--- config.mk ---
export PLATFORM = sky130hd
export DESIGN_NAME = wkr_route
export DESIGN_NICKNAME = d
export VERILOG_FILES = /design/src/rtl/wkr_pkg.sv /design/src/rtl/wkr_top_diff.sv /design/src/rtl/wkr_hop_pick.sv /design/src/rtl/wkr_route.sv
export SDC_FILE = /design/constraint.sdc
export NUM_CORES = 1
export LEC_CHECK = 0
export BUFFER_PORTS_ARGS = -buffer_cell sky130_fd_sc_hd__buf_4
export CORE_MARGIN = 2
export CORE_UTILIZATION = 35
export DETAILED_ROUTE_END_ITERATION = 10
export SLEW_MARGIN = 5
export SYNTH_ARGS = -nofsm -noshare
export SYNTH_HDL_FRONTEND = slang
export SYNTH_SLANG_ARGS = --single-unit
--- constraint.sdc ---
create_clock -name clk -period 3.2 [get_ports clk]
set_input_delay 0.16 -clock clk [delete_from_list [all_inputs] [get_ports clk]]
set_output_delay 0.16 -clock clk [all_outputs]
set_load 0.03 [all_outputs]
--- src/rtl/wkr_pkg.sv ---
package wkr_pkg;

    typedef enum logic [1:0] {
        HOP_EJECT = 2'd0,
        HOP_SUBST = 2'd1,
        HOP_FLIP  = 2'd2
    } hop_kind_e;

    // Sibling port number for target lowest digit, skipping the own digit.
    function automatic int subst_port_num(input int own_digit, input int tgt_digit);
        return (tgt_digit < own_digit) ? tgt_digit + 1 : tgt_digit;
    endfunction

endpackage

--- src/rtl/wkr_top_diff.sv ---
module wkr_top_diff #(
    parameter int D = 4,
    parameter int T = 3
) (
    input  logic [T*((D > 2) ? $clog2(D) : 1)-1:0] here,
    input  logic [T*((D > 2) ? $clog2(D) : 1)-1:0] dest,
    output logic                                  diff_found,
    output logic [((T > 1) ? $clog2(T) : 1)-1:0]  diff_lvl,
    output logic [((D > 2) ? $clog2(D) : 1)-1:0]  diff_dest_digit
);
    localparam int DW = (D > 2) ? $clog2(D) : 1;
    localparam int LW = (T > 1) ? $clog2(T) : 1;

    logic [T-1:0] neq;

    for (genvar g = 0; g < T; g++) begin : g_cmp
        assign neq[g] = (here[g*DW +: DW] != dest[g*DW +: DW]);
    end

    // Ascending scan: the highest differing level is the last one kept.
    always_comb begin
        diff_found      = |neq;
        diff_lvl        = '0;
        diff_dest_digit = dest[DW-1:0];
        for (int k = 0; k < T; k++) begin
            if (neq[k]) begin
                diff_lvl        = LW'(k);
                diff_dest_digit = dest[k*DW +: DW];
            end
        end
    end

endmodule

--- src/rtl/wkr_hop_pick.sv ---
module wkr_hop_pick
    import wkr_pkg::*;
#(
    parameter int D = 4,
    parameter int T = 3
) (
    input  logic                                  diff_found,
    input  logic [((T > 1) ? $clog2(T) : 1)-1:0]  diff_lvl,
    input  logic [((D > 2) ? $clog2(D) : 1)-1:0]  diff_dest_digit,
    input  logic [((D > 2) ? $clog2(D) : 1)-1:0]  here_low,
    input  logic [((D > 2) ? $clog2(D) : 1)-1:0]  dest_low,
    output hop_kind_e                             kind,
    output logic [$clog2(D+1)-1:0]                port,
    output logic                                  flip
);
    localparam int DW = (D > 2) ? $clog2(D) : 1;
    localparam int PW = $clog2(D+1);

    logic [DW-1:0] tgt_digit;

    // Above level 1 the whole recursive descent toward the bridging
    // frontier collapses to one test on the lowest digit.
    always_comb begin
        kind      = HOP_EJECT;
        tgt_digit = dest_low;
        if (!diff_found) begin
            kind = HOP_EJECT;
        end else if (diff_lvl == '0) begin
            kind      = HOP_SUBST;
            tgt_digit = dest_low;
        end else if (here_low != diff_dest_digit) begin
            kind      = HOP_SUBST;
            tgt_digit = diff_dest_digit;
        end else begin
            kind = HOP_FLIP;
        end
    end

    always_comb begin
        unique case (kind)
            HOP_SUBST: port = PW'(subst_port_num(int'(here_low), int'(tgt_digit)));
            HOP_FLIP:  port = PW'(D);
            default:   port = '0;
        endcase
    end

    assign flip = (kind == HOP_FLIP);

endmodule

--- src/rtl/wkr_route.sv ---
module wkr_route
    import wkr_pkg::*;
#(
    parameter int NUM_DIGIT_VALUES = 4,
    parameter int NUM_LEVELS       = 3
) (
    input  logic                                                           clk,
    input  logic                                                           rst,
    input  logic                                                           req_valid,
    input  logic [NUM_LEVELS*((NUM_DIGIT_VALUES > 2) ? $clog2(NUM_DIGIT_VALUES) : 1)-1:0] req_here,
    input  logic [NUM_LEVELS*((NUM_DIGIT_VALUES > 2) ? $clog2(NUM_DIGIT_VALUES) : 1)-1:0] req_dest,
    output logic                                                           rsp_valid,
    output logic [$clog2(NUM_DIGIT_VALUES+1)-1:0]                          rsp_port,
    output logic                                                           rsp_flip
);
    localparam int DW = (NUM_DIGIT_VALUES > 2) ? $clog2(NUM_DIGIT_VALUES) : 1;
    localparam int LW = (NUM_LEVELS > 1) ? $clog2(NUM_LEVELS) : 1;
    localparam int PW = $clog2(NUM_DIGIT_VALUES+1);

    logic          diff_found;
    logic [LW-1:0] diff_lvl;
    logic [DW-1:0] diff_dest_digit;
    hop_kind_e     nxt_kind;
    logic [PW-1:0] nxt_port;
    logic          nxt_flip;

    wkr_top_diff #(.D(NUM_DIGIT_VALUES), .T(NUM_LEVELS)) diff_i (
        .here            (req_here),
        .dest            (req_dest),
        .diff_found      (diff_found),
        .diff_lvl        (diff_lvl),
        .diff_dest_digit (diff_dest_digit)
    );

    wkr_hop_pick #(.D(NUM_DIGIT_VALUES), .T(NUM_LEVELS)) pick_i (
        .diff_found      (diff_found),
        .diff_lvl        (diff_lvl),
        .diff_dest_digit (diff_dest_digit),
        .here_low        (req_here[DW-1:0]),
        .dest_low        (req_dest[DW-1:0]),
        .kind            (nxt_kind),
        .port            (nxt_port),
        .flip            (nxt_flip)
    );

    always_ff @(posedge clk) begin
        if (rst) begin
            rsp_valid <= 1'b0;
            rsp_port  <= '0;
            rsp_flip  <= 1'b0;
        end else begin
            rsp_valid <= req_valid;
            if (req_valid) begin
                rsp_port <= nxt_port;
                rsp_flip <= nxt_flip;
            end
        end
    end

endmodule

==> results of run 1 <==
## synthesized netlist by cell type, types with 2 or more instances
cell type                  count  area share
sky130_fd_sc_hd__a21boi_0      2       0.025
sky130_fd_sc_hd__a21oi_1       5       0.042
sky130_fd_sc_hd__a31oi_1       3       0.032
sky130_fd_sc_hd__and3_1        2       0.021
sky130_fd_sc_hd__dfxtp_1       5        0.17
sky130_fd_sc_hd__ha_1          2       0.042
sky130_fd_sc_hd__inv_1         4       0.025
sky130_fd_sc_hd__nand2_1       9       0.057
sky130_fd_sc_hd__nor2_1        4       0.025
sky130_fd_sc_hd__nor2b_1       3       0.032
sky130_fd_sc_hd__nor4_1        2       0.021
sky130_fd_sc_hd__o211ai_1      2       0.025
sky130_fd_sc_hd__o21a_1        2       0.025
sky130_fd_sc_hd__o21ai_0       2       0.017
sky130_fd_sc_hd__o21ai_1       2       0.017
sky130_fd_sc_hd__xnor2_1       4       0.059
sky130_fd_sc_hd__xor2_1        4       0.059
## per-stage QoR
| step | power (mW) | setup slack [ns] |
|---|---|---|
| 2_1_floorplan | 0.169 | 0.864 |
| 6_report | 0.283 | 0.793 |
| 3_5_place_dp | 0.214 | 0.545 |
| 3_3_place_gp | 0.214 | 0.586 |
| 5_1_grt | 0.310 | 0.563 |
| 4_1_cts | 0.288 | 0.789 |
## per-layer routing
layer / share of wire / GRT usage / wire [µm]
met5: 0 / 0 / 0
met4: 0 / 0.0706 / 0
met3: 0.027 / 0.0120 / 36
met2: 0.52 / 0.286 / 684
met1: 0.46 / 0.178 / 604
## power by group
| part | switching [mW] | internal, mW |
|---|---|---|
| clock | 0.0235 | 0.0470 |
| combinational | 0.0757 | 0.0640 |
| sequential | 0.00353 | 0.0692 |
## final cells by class
| type | count | area, µm² |
|---|---|---|
| Clock buffer | 4 | 26.3 |
| Fill cell | 165 | 759 |
| Inverter | 5 | 18.8 |
| Multi-Input combinational cell | 69 | 474 |
| Sequential cell | 5 | 100 |
| Tap cell | 16 | 20.0 |
| Timing Repair Buffer | 19 | 143 |
## path summary, 6_finish.rpt
path	from	endpoint	slack, ns	cells past startpoint
max	req_dest[3]	rsp_port[1]	0.79	11
min	rst	rsp_flip	0.10	2
max reg2reg	rsp_flip	rsp_flip	2.50	3
min reg2reg	rsp_port[1]	rsp_port[1]	0.45	2
## cells by family after synthesis
kind of cell / count (synthesis) / share of synthesized area
DFF: 5 / 0.169
muxes: 2 / 0.0422
and+or+nand+nor: 29 / 0.260
xor gates and xnor gates: 8 / 0.118
buffers and inverters: 5 / 0.0316
adders and majority gates: 2 / 0.0422
AOI/OAI and AO/OA: 28 / 0.338
## flip-flops by register name, summed over array words and instances, names as in the netlist
register,cells
rsp_port,3
rsp_flip,1
rsp_valid,1
## worst max-delay path, stage by stage
cell and delay, ns:
sky130_fd_sc_hd__buf_4 0.12, sky130_fd_sc_hd__xnor2_1 0.30, sky130_fd_sc_hd__mux2_4 0.35, sky130_fd_sc_hd__o21ai_2 0.21, sky130_fd_sc_hd__a2111o_1 0.17, sky130_fd_sc_hd__o211ai_1 0.14
sky130_fd_sc_hd__ha_1 0.26, sky130_fd_sc_hd__nor4_1 0.33, sky130_fd_sc_hd__a211o_1 0.22, sky130_fd_sc_hd__mux2i_1 0.20, sky130_fd_sc_hd__o21ai_1 0.07
==> results.json, run 1 <==
{
  "synth_nets": 96,
  "finalInstanceArea_um2": 782,
  "tritoncts_clock_tree": "built",
  "crit_path_max_fanout": 5,
  "hold_violations": 0,
  "clock_insertion_delay_worst_skew_ns": 0.23,
  "layout.cells.most_common_list": "sky130_fd_sc_hd__buf_4 (19), sky130_fd_sc_hd__nand2_1 (9), sky130_fd_sc_hd__a21oi_1 (5), sky130_fd_sc_hd__dfxtp_1 (5)",
  "worstSetupPathType": "input pin to flip-flop",
  "syn_inst": 79,
  "syn-mean-instance-area_um2": 7.51,
  "period_minus_slack_ns": 2.41,
  "grt_max_degree": 10,
  "post-dp-hpwl_um": 1160,
  "mean_number_of_vias_per_cell": 5.47,
  "layout_commonest_cell": "sky130_fd_sc_hd__buf_4",
  "cts_sinks": 5,
  "drt_wl_total_um": 1330,
  "post_dr_wirelength_cell_um": 11.2,
  "netlist_area_um2": 593,
  "clock_skew_ns": 0,
  "clockBufferDepth": 2,
  "synth_top_flop_cell": "sky130_fd_sc_hd__dfxtp_1",
  "hold_slack_ns": 0.101,
  "first_global_vias": 593,
  "maxSlewHeadroom": 0.705,
  "synth-edff-count": 0,
  "final.period_utilization": 0.752,
  "cts.repair_timing.setup_buffer_count": 0,
  "finalNetCount": 120,
  "placeableCoreArea_um2": 1540,
  "postSynth.asyncResetShare": 0,
  "type_of_the_worst_min_delay_path": "input pin to flip-flop",
  "peakVddDrop_v": 0.000104,
  "timing.setup.tns_ns": 0,
  "grt-ovfl-total": 0,
  "ios": 20,
  "floorplan.initialDensity": 0.385,
  "required_time_of_the_critical_path_ns": 3.33,
  "drc_errors": 0,
  "clock_tree.htree_level_count": 1,
  "worst-endpoint-arrival_ns": 2.54,
  "yosysWarningCount": 0,
  "grt_first_pass_wirelength_um": 2370,
  "antenna_found_initial": 0,
  "rsz0062_at_grt": "no",
  "fp.dieArea_um2": 2040,
  "first_iter_violations": 8,
  "synthToLayoutAreaGrowth_pct": 31.9,
  "final_cells": 118,
  "layout.core_utilization": 0.507,
  "post-place-cells": 114,
  "run_status": "finished clean",
  "static-leakage-power_nw": 0.349,
  "cts.reportedPaths.clkPinSlew_ns": 0.04,
  "detailroute.via_count": 645,
  "post_cts_resize_count": 0,
  "setup_violations": 0,
  "pwr_per_cell_area_nw_per_um2": 362,
  "cap_viol_max_count": 0,
  "floorplan.die.height_um": 45.2,
  "groute.usage.overall": 0.155,
  "seq_area_frac_synth": 0.169,
  "end_kind": "flip-flop",
  "root_buffer_cell": "sky130_fd_sc_hd__clkbuf_4",
  "achievable-frequency_mhz": 415,
  "critPathLaunchType": "input pin",
  "final_antenna_net_count": 0,
  "placement.io_buffers": 19,
  "postSynthRegisterBits": 5,
  "slew_violations": 0,
  "diodes": 0,
  "row_count": 14,
  "ctsHoldBuffers": 0,
  "synthDistinctLibCells": 39,
  "placement.cell_area_um2": 756,
  "gpl.final_weighted_congestion": 0.759,
  "post_route_cells_drive_above_1_share": 0.275,
  "die_width_um": 45.2,
  "worst_pin_slew_ns": 0.439,
  "drt-pass1-iter-count": 3,
  "tritoncts.num_buffers": 3
}
Note: power is estimated with default switching activity, not from simulation.
==> run 2, diff against run 1 <==
==> constraint.sdc (replaced) <==
create_clock -name clk -period 2.5 [get_ports clk]
set_input_delay 0.125 -clock clk [delete_from_list [all_inputs] [get_ports clk]]
set_output_delay 0.125 -clock clk [all_outputs]
set_load 0.03 [all_outputs]
==> run 2 against run 1 <==
Clock power grew 31%. Register-to-register slack got worse by 0.71 ns. Core utilization is 5.8 points higher. Largest cell class unchanged. Global-route usage rose by 1.4 points. Worst hold slack worse by 0.036 ns. Critical path type unchanged. Die area unchanged. Power rose by 39%. Worst setup slack got worse by 0.56 ns. Count of clock-buffer cells in the layout unchanged. Final cell count increased by 9.3%. First-iteration DRC count did not move. Critical path depth grew 1.
==> results.json, run 2 (same netlist as run 1, synthesis figures left out) <==
{
  "run_status": "finished clean",
  "synthToLayoutAreaGrowth_pct": 47.0,
  "worstSetupPathDepth": 12,
  "rsz0062_at_grt": "no",
  "critPathLaunchType": "input pin",
  "required_time_of_the_critical_path_ns": 2.63,
  "slew_violations": 0,
  "reg2regPathDepth": 3,
  "final_antenna_net_count": 0,
  "cap_viol_max_count": 0,
  "cts.reportedPaths.clkPinSlew_ns": 0.04,
  "registers.top_by_ff_count": "rsp_port",
  "die_width_um": 45.2,
  "cts_sinks": 5,
  "cp_slowest_cell": "sky130_fd_sc_hd__o311ai_0",
  "finalInstanceArea_um2": 872,
  "placeableCoreArea_um2": 1540,
  "first_iter_violations": 8,
  "worst_path_most_repeated_cell": "sky130_fd_sc_hd__buf_4",
  "end_kind": "flip-flop",
  "gpl.final_weighted_congestion": 0.796,
  "static-leakage-power_nw": 0.407,
  "groute.usage.overall": 0.169,
  "antenna_found_initial": 0,
  "tritoncts.num_buffers": 3,
  "ctsHoldBuffers": 0,
  "final.period_utilization": 0.909,
  "clockBufferDepth": 2,
  "diodes": 0,
  "drt-pass1-iter-count": 3,
  "layout_commonest_cell": "sky130_fd_sc_hd__buf_4",
  "largest_register_ffs": 3,
  "period_minus_slack_ns": 2.27,
  "grt_max_degree": 10,
  "timing.setup.tns_ns": 0,
  "path_delay_family": "compound AO/OA/AOI/OAI gates",
  "peakVddDrop_v": 0.000144,
  "layout.cells.most_common_list": "sky130_fd_sc_hd__buf_4 (30), sky130_fd_sc_hd__nand2_1 (9), sky130_fd_sc_hd__a21oi_1 (5), sky130_fd_sc_hd__dfxtp_1 (5)",
  "worst-endpoint-arrival_ns": 2.40,
  "achievable-frequency_mhz": 440,
  "maxSlewHeadroom": 0.715,
  "setup_violations": 0,
  "totalPowerFinal_mw": 0.393,
  "post-dp-hpwl_um": 1270,
  "drc_errors": 0,
  "layout_top_registers": "rsp_port x3, rsp_flip x1, rsp_valid x1",
  "cts.repair_timing.setup_buffer_count": 0,
  "worstSetupPathType": "input pin to flip-flop",
  "clock_insertion_delay_worst_skew_ns": 0.24,
  "grt_first_pass_wirelength_um": 2610,
  "hold_violations": 0,
  "post_cts_resize_count": 0,
  "finalNetCount": 131,
  "holdPathStages": 2,
  "tritoncts_clock_tree": "built",
  "row_count": 14,
  "root_buffer_cell": "sky130_fd_sc_hd__clkbuf_4",
  "fp.dieArea_um2": 2040,
  "floorplan.die.height_um": 45.2,
  "num-fill-cells": 162,
  "detailroute.via_count": 681,
  "post_dr_wirelength_cell_um": 11.8,
  "crit_path_max_fanout": 3,
  "worst_pin_slew_ns": 0.423,
  "placement.cell_area_um2": 838,
  "mean_number_of_vias_per_cell": 5.28,
  "clock_skew_ns": 0,
  "placement.io_buffers": 19,
  "type_of_the_worst_min_delay_path": "input pin to flip-flop",
  "drt_wl_total_um": 1530,
  "clock_tree.htree_level_count": 1,
  "critical-path-max-stage-delay_ns": 0.34,
  "ios": 20,
  "grt-ovfl-total": 0,
  "floorplan.initialDensity": 0.385,
  "critical_path.cell_chain": "buf_4, xnor2_2, buf_4, and2_1, o311ai_0, o221a_2, o211ai_1, ha_1, nor4b_1, a211o_1, mux2i_1, o21ai_1",
  "post_route_cells_drive_above_1_share": 0.354,
  "pwr_per_cell_area_nw_per_um2": 451,
  "first_global_vias": 686,
  "worstPathBufferInverterCount": 2
}
-- run 2: through the flow --
stage                     worst slack (ns)  instances  hold slack (ns)  utilization
final                                0.228        129           0.0652        0.566
after global routing                0.0543        129           0.0582        0.566
after CTS                            0.214        129           0.0563        0.561
after detailed placement           -0.0310        125            0.309        0.544
after global placement             0.00636        125            0.306        0.544
after floorplan                      0.199         79            0.197            -
-- run 2: where the power goes --
part	internal, mW	switching (mW)
sequential	0.0886	0.00440
clock	0.0603	0.0318
combinational	0.103	0.105
total	0.252	0.141
-- run 2: final cells by class --
class                      instances  area (µm²)  share of cell area
inverter                           5        18.8              0.0215
sequential                         5         100               0.115
tap                               16        20.0              0.0230
clock buffer                       4        26.3              0.0301
timing repair buffer              30         225               0.258
multi-input combinational         69         482               0.552
-- run 2: worst paths after layout --
check / end / slack, ns / startpoint
hold / removal: rsp_flip / 0.07 / rst
setup reg to reg: rsp_flip / 1.79 / rsp_flip
setup / recovery: rsp_port[1] / 0.23 / req_dest[3]
hold reg to reg: rsp_port[1] / 0.45 / rsp_port[1]
-- run 2: layer usage --
| metal | global-route usage | part of all wire | vias up |
|---|---|---|---|
| met2 | 0.323 | 0.53 | 12 |
| met5 | 0 | 0 | - |
| met3 | 0 | 0.023 | 0 |
| met4 | 0.0706 | 0 | 0 |
| met1 | 0.194 | 0.44 | 308 |
| li1 | - | - | 361 |
